### src/rtl/msg_tx_packer.sv
module msg_tx_packer #(
  parameter int WORD_W        = 64,
  parameter int MAX_MSG_BYTES = 128
) (
  input  logic              clk,
  input  logic              rst_n,
  input  logic [WORD_W-1:0] q_data,
  input  logic              q_valid,
  output logic              q_ready,
  output logic [8:0]        tx_data,
  output logic              tx_valid,
  input  logic              tx_ready,
  output logic              trunc_err
);
  localparam int BPW       = WORD_W / 8;
  localparam int BI_W      = $clog2(BPW);
  localparam int HDR_BYTES = 4;
  localparam int LIM_NOPRE = MAX_MSG_BYTES - HDR_BYTES;
  localparam int LIM_PRE   = LIM_NOPRE - BPW;

  typedef enum logic [2:0] {S_IDLE, S_HDR, S_PRE, S_DATA, S_DRAIN} st_t;

  st_t              st;
  logic [31:0]      hdr;
  logic [1:0]       hcnt;
  logic             has_pre;
  logic [WORD_W-1:0] wbuf;
  logic             wfull;
  logic [BI_W-1:0]  bidx;
  logic [7:0]       dleft;
  logic [8:0]       pop_left;

  logic [7:0] d_dest, d_size, d_src, d_eff;
  logic [2:0] d_type;
  logic       d_pre, d_over;
  logic [8:0] d_lim, d_words;

  assign d_dest  = q_data[7:0];
  assign d_size  = q_data[15:8];
  assign d_type  = q_data[18:16];
  assign d_src   = q_data[31:24];
  assign d_pre   = (d_type == 3'd0) | (d_type == 3'd1) | (d_type == 3'd4) | (d_type == 3'd5);
  assign d_lim   = d_pre ? 9'(LIM_PRE) : 9'(LIM_NOPRE);
  assign d_over  = {1'b0, d_size} > d_lim;
  assign d_eff   = d_over ? d_lim[7:0] : d_size;
  assign d_words = ({1'b0, d_size} + 9'(BPW - 1)) >> BI_W;

  logic       in_body;
  logic [7:0] cur_byte;
  logic       tx_fire, q_fire;

  assign in_body  = (st == S_PRE) | (st == S_DATA);
  assign tx_valid = (st == S_HDR) | (in_body & wfull);
  assign q_ready  = (st == S_IDLE) | (st == S_DRAIN) | (in_body & ~wfull & (pop_left != 9'd0));
  assign cur_byte = (st == S_HDR) ? 8'(hdr >> {hcnt, 3'b000}) : 8'(wbuf >> {bidx, 3'b000});
  assign tx_data  = {~^cur_byte, cur_byte};
  assign tx_fire  = tx_valid & tx_ready;
  assign q_fire   = q_valid & q_ready;

  always_ff @(posedge clk) begin
    if (!rst_n) begin
      st        <= S_IDLE;
      hdr       <= '0;
      hcnt      <= '0;
      has_pre   <= 1'b0;
      wbuf      <= '0;
      wfull     <= 1'b0;
      bidx      <= '0;
      dleft     <= '0;
      pop_left  <= '0;
      trunc_err <= 1'b0;
    end else begin
      trunc_err <= 1'b0;
      case (st)
        S_IDLE: if (q_fire) begin
          hdr       <= {d_src, 5'b0, d_type, d_eff, d_dest};
          hcnt      <= '0;
          has_pre   <= d_pre;
          dleft     <= d_eff;
          pop_left  <= d_words + {8'd0, d_pre};
          trunc_err <= d_over;
          st        <= S_HDR;
        end
        S_HDR: if (tx_fire) begin
          hcnt <= hcnt + 2'd1;
          if (hcnt == 2'd3)
            st <= has_pre ? S_PRE : ((dleft != 8'd0) ? S_DATA : S_IDLE);
        end
        S_PRE, S_DATA: begin
          if (q_fire) begin
            wbuf     <= q_data;
            wfull    <= 1'b1;
            bidx     <= '0;
            pop_left <= pop_left - 9'd1;
          end else if (tx_fire) begin
            bidx <= bidx + 1'b1;
            if (st == S_PRE) begin
              if (bidx == BI_W'(BPW - 1)) begin
                wfull <= 1'b0;
                st    <= (dleft != 8'd0) ? S_DATA : ((pop_left != 9'd0) ? S_DRAIN : S_IDLE);
              end
            end else begin
              dleft <= dleft - 8'd1;
              if (bidx == BI_W'(BPW - 1) || dleft == 8'd1) wfull <= 1'b0;
              if (dleft == 8'd1) st <= (pop_left != 9'd0) ? S_DRAIN : S_IDLE;
            end
          end
        end
        S_DRAIN: if (q_fire) begin
          pop_left <= pop_left - 9'd1;
          if (pop_left == 9'd1) st <= S_IDLE;
        end
        default: st <= S_IDLE;
      endcase
    end
  end
endmodule

### config.mk
export PLATFORM = sky130hd
export DESIGN_NAME = msg_tx_packer
export DESIGN_NICKNAME = d
export VERILOG_FILES = /design/src/rtl/msg_tx_packer.sv
export SDC_FILE = /design/constraint.sdc
export NUM_CORES = 1
export LEC_CHECK = 0
export ABC_AREA = 1
export BUFFER_PORTS_ARGS = -buffer_cell sky130_fd_sc_hd__buf_2
export CORE_MARGIN = 5
export CORE_UTILIZATION = 58
export CTS_CLUSTER_SIZE = 8
export DETAILED_ROUTE_END_ITERATION = 10
export PLACE_DENSITY = 0.8
export SYNTH_ARGS = -nofsm -noshare
export SYNTH_HDL_FRONTEND = slang
export SYNTH_SLANG_ARGS = --single-unit
### constraint.sdc
create_clock -name clk -period 1.9 [get_ports clk]
set_clock_uncertainty 0.05 [all_clocks]
set_input_delay 0.19 -clock clk [delete_from_list [all_inputs] [get_ports clk]]
set_output_delay 0.19 -clock clk [all_outputs]
set_load 0.1 [all_outputs]
After elaboration in Yosys (flattened, before gate mapping)
Index checks and enable logic that the tools add are counted.

storage, ports and cells
  flip-flop bits (word level) = 119
  input bits = 68
  output and inout port bits = 12
  logic and storage cells = 113

operators by class
  $add $sub $neg = 6
  magnitude comparators = 1
  equal/unequal tests = 23
  shift operators = 2
  mux-type cells = 36
  bitwise operators = 13
  reduce and logical (&&, ||, !) cells = 22

operators by type and width
  kind                                                                   count
  64-bit by 6-bit >> shifter with 8-bit output                           1
  8-bit two-way mux                                                      6
  3-bit two-way mux                                                      14
  32-bit by 5-bit >> shifter with 8-bit output                           1
  9-bit two-way mux                                                      2
  9-bit one-hot mux with 2 select lines                                  1
  8-bit one-hot mux with 2 select lines                                  1
  3-bit equality test, second input constant                             4
  2-bit != test, second input constant                                   6
  3-bit one-hot mux with 4 select lines                                  1
  8-bit by 3-bit adder with 9-bit output, second input constant          1
  9-bit by 1-bit equality test with 1-bit output, second input constant  1
  3-bit AND reduction                                                    3
  9-bit AND reduction                                                    1
  9-bit nonzero test                                                     1
  9-bit by 1-bit subtractor with 9-bit output, second input constant     1
  8-bit by 1-bit equality test with 1-bit output, second input constant  1
  8-bit by 7-bit greater-than comparator with 1-bit output               1
  2-bit two-way mux                                                      4
  2-bit nonzero test                                                     4
  8-bit nonzero test                                                     1
  8-bit XNOR reduction                                                   1
  8-bit by 1-bit subtractor with 8-bit output, second input constant     1
  6-bit by 1-bit adder with 7-bit output                                 1
  other kinds (22)                                                       44

Logic depth before layout (Yosys ltp)
  word-level depth = 9
  mapped depth = 16
  gate-level depth less buffers = 14

Worst setup path before layout
No wires, ideal clock.

  kind = register to output
  start point = register hcnt[1]
  end point = output port tx_data[8]
  arrival time = 4070 ps
  data required time = 1660 ps
  path slack = -2410 ps
  stages on the path, launching flop included = 12
  buffers on the path = 1
  cell sequence = dfxtp_1 > clkbuf_1 > o211ai_1 > nand2_1 > inv_1 > o21ai_0 > nand2_1 > nand2_1 > nand2_1 > nand2_1 > nand2_1 > nand2_1

between the ends
  longest elaborated chain between the ends = 3

ends and longest elaborated chain
  element                                       RTL line  source
  from (decl)                                   25        logic [1:0] hcnt;
  from (signal assigned)                        85        hcnt <= hcnt + 2'd1;
  32-bit by 5-bit >> shifter with 8-bit output  55        assign cur_byte = (st == S_HDR) ? 8'(hdr >> {hcnt, 3'b000}) : 8'(wbuf >> {bidx, 3'b000});
  8-bit two-way mux                             55
  via tx_data[2]                                10        output logic [8:0] tx_data,
  8-bit XNOR reduction                          56        assign tx_data = {~^cur_byte, cur_byte};
  to (decl)                                     10

The timed path passes the listed nets, and every way through them passes these cells.

Worst setup path after layout
  start point = register bidx[0]
  end point = output port tx_data[8]

between the ends
  longest elaborated chain between the ends = 3

ends and longest elaborated chain
  element                                       RTL line  source
  from (decl)                                   29        logic [BI_W-1:0] bidx;
  from (signal assigned)                        96        bidx <= bidx + 1'b1;
  64-bit by 6-bit >> shifter with 8-bit output  55
  8-bit two-way mux                             55
  8-bit XNOR reduction                          56

No other way between the ends.

==> results.toml <==
[drt]
wl_per_cell_um = 18.0
wl_um = 22800
via_per_inst = 5.93
dr.first_iter.drc_count = 937
ant_nets = 0
drt_pass1_iterations = 8
drcViolationCount = 0
num_vias = 7507

[setup_path]
reg2reg_to = "wbuf[49]"
crit_fanout = 32
crit_type = "reg -> out"
cp.arrival_ns = 2.46
setup.worst_path.start_class = "register"
worstReg2RegStart = "pop_left[1]"
rrSetupSlack_ns = 0.01
cp-end-kind = "output port"
crit_required_ns = 1.66
rr_worst_depth = 10

[cells_and_area]
nFillCells = 570
fin_nets = 1197
final_common_cell = "nand2_1"
instances_no_fill = 1265
final_cell_mix = "250 x nand2_1, 122 x nand3_1, 112 x a21oi_1"
area_delta_synth_final_pct = 45.8
fin_util_pct = 87.0
drive_gt1_share_pct = 23.5

[synth]
netlist.area_leader.share_pct = 38.5
netlist_area_mm2 = 0.00619
syn_inst = 943
synth_ff_type = "dfxtp_1"
async_flop_share_pct = 0
yosysWarnings = 0
synthTopCellsByArea = "dfxtp_1 38%, nand2_1 16%, nand3_1 12%"
synth_enable_flop_cells = 0
synth_cell_types = 34
syn_area_per_cell_um2 = 6.56
ys_seq_elements = 119
yosys.area.top_type = "dfxtp_1"
syn_nets = 1023
yosysSeqAreaShare_pct = 38.5

[cts]
cts-root-buf = "clkbuf_8"
cts_tree = "yes"
clkLatencyLatePin_ns = 0.55
cts.clk_slew.worst_paths_ns = 0.06
cts_htree_levels = 4
clock_sinks = 119
cts_buffer_depth = 2
cts_buffers = 17

[timing]
period_needed_ns = 2.70
setup-violations-final = 10
relSlewSlack_pct = 67.5
rsz0062_at_grt = "yes"
finalCritPeriodShare_pct = 142
max_freq_mhz = 371
hold_slack_ns = 0.0205
hold_viol = 0
setup_ws_ns = -0.798
worst_pin_slew_ns = 0.490
slew_violations = 0

[outcome]
status = "finished with violations"
violations = "setup timing"

[die]
rows = 37
fp.coreArea_mm2 = 0.0104
die_h_um = 113
die_area_mm2 = 0.0128
die_x_um = 113
start_util_pct = 59.7
io_pins = 80

[worst_hold_path]
hold_start = "tx_ready"
holdPathStages = 5
min_to = "hcnt[1]"
hold_class = "in -> reg"

[global_route]
grt_max_degree = 77
grt_overflow = 0
grt_pass1_vias = 6826
grt_antenna_before_repair = 1
grt_pass1_wl_um = 33400
grt_use_total_pct = 32.9

[place]
pre_cts_ws_ns = -0.0936
gp_congestion = 0.956
io_buffers = 79
hpwl_um = 13300
dp_cells = 1154

[power]
power_mw = 12.7
power_density_mw_per_mm2 = 1410
p_leak_nw = 3.86
ir_worst_vdd_v = 0.00116

[run]
cap_violations = 0
worst max path at each step:
stage | startpoint | end | slack (ns) | depth (start not counted)
after global placement | bidx[0] | tx_data[8] | -0.09 | 14
after floorplan | bidx[0] | tx_data[8] | -0.35 | 15
final | bidx[0] | tx_data[8] | -0.80 | 13
after detailed placement | bidx[0] | tx_data[8] | -0.09 | 14
after global routing | bidx[0] | tx_data[8] | -0.92 | 13
after CTS | bidx[0] | tx_data[8] | -0.63 | 13
layout make-up:
type / count / area, um2 / share of cell area, %
Clock inverter: 7 / 116 / 1.29
Tap cell: 136 / 170 / 1.89
Antenna cell: 1 / 2.50 / 0.0277
Multi-Input combinational cell: 696 / 3570 / 39.6
Clock buffer: 23 / 497 / 5.51
Inverter: 72 / 300 / 3.33
Timing Repair Buffer: 211 / 1970 / 21.8
Sequential cell: 119 / 2400 / 26.6
logic make-up after synthesis:
| logic type | after synthesis | share of synthesized area, % |
|---|---|---|
| AO/OA/AOI/OAI | 196 | 16.7 |
| buffers and inverters | 128 | 8.53 |
| AND/OR/NAND/NOR | 482 | 33.0 |
| adder cells (fa/ha/maj) | 12 | 2.43 |
| flip-flops | 119 | 38.5 |
| XOR/XNOR | 6 | 0.849 |
flip-flops by register name, indices dropped and copies added (netlist names):
signal and count:
bidx 3, dleft 8, has_pre 1, hcnt 2, hdr 27, pop_left 9, st 3, trunc_err 1
wbuf 64, wfull 1
metal layers:
metal / wire (um) / track usage (%) / share of wire (%) / vias to the layer above
met5: 0 / 0 / 0 / -
met4: 1020 / 15.2 / 4.5 / 0
met3: 2300 / 8.56 / 10 / 116
met2: 10800 / 53.2 / 47 / 502
met1: 8730 / 41.0 / 38 / 3420
li1: - / - / - / 3469
critical path, stage by stage (launching register included):
cell	delay (ns)
dfxtp_4	0.47
inv_8	0.11
nand2_1	0.10
nand3_1	0.08
nand3_1	0.11
nand2_2	0.08
o21ai_1	0.24
nand2_1	0.12
nand2_1	0.13
nand2_1	0.06
nand2_1	0.08
nand2_2	0.09
nand2_8	0.08
buf_12	0.16
through the flow:
| step | instance area [um2] | setup TNS, ns |
|---|---|---|
| finish | 9020 | -3.79 |
| global route | 9020 | -5.11 |
| CTS | 8630 | -2.95 |
| detailed placement | 7240 | -0.0936 |
| global placement | 7240 | -0.0888 |
| floorplan | 6350 | -0.733 |
repair_timing:
action / 4_1_cts / 5_1_grt
gates resized for setup: 32 / 57
setup endpoints to repair: 12 / 76
hold endpoints to repair: 85 / 0
pin swaps: 9 / 10
gates cloned: 1 / 5
hold buffers: 63 / 0
buffers inserted: 6 / 5
Yosys cell counts, types with 2 or more instances:
master	number
a21oi_1	114
ha_1	12
nand4_1	3
inv_2	4
buf_2	20
inv_1	67
xor2_1	5
nor2_1	49
nand2_1	270
nand3_1	145
clkbuf_1	29
o211ai_1	8
a31oi_1	2
buf_4	6
a211oi_1	3
nand3b_1	3
nor3_1	5
o21ai_0	63
nand2_2	2
dfxtp_1	119
power breakdown:
part,internal [mW],leakage [nW],switching [mW]
logic,2.29,2.58,3.82
clock network,2.19,0.302,1.16
registers,2.94,0.975,0.280
No activity file was read; power rests on OpenSTA's default activity.
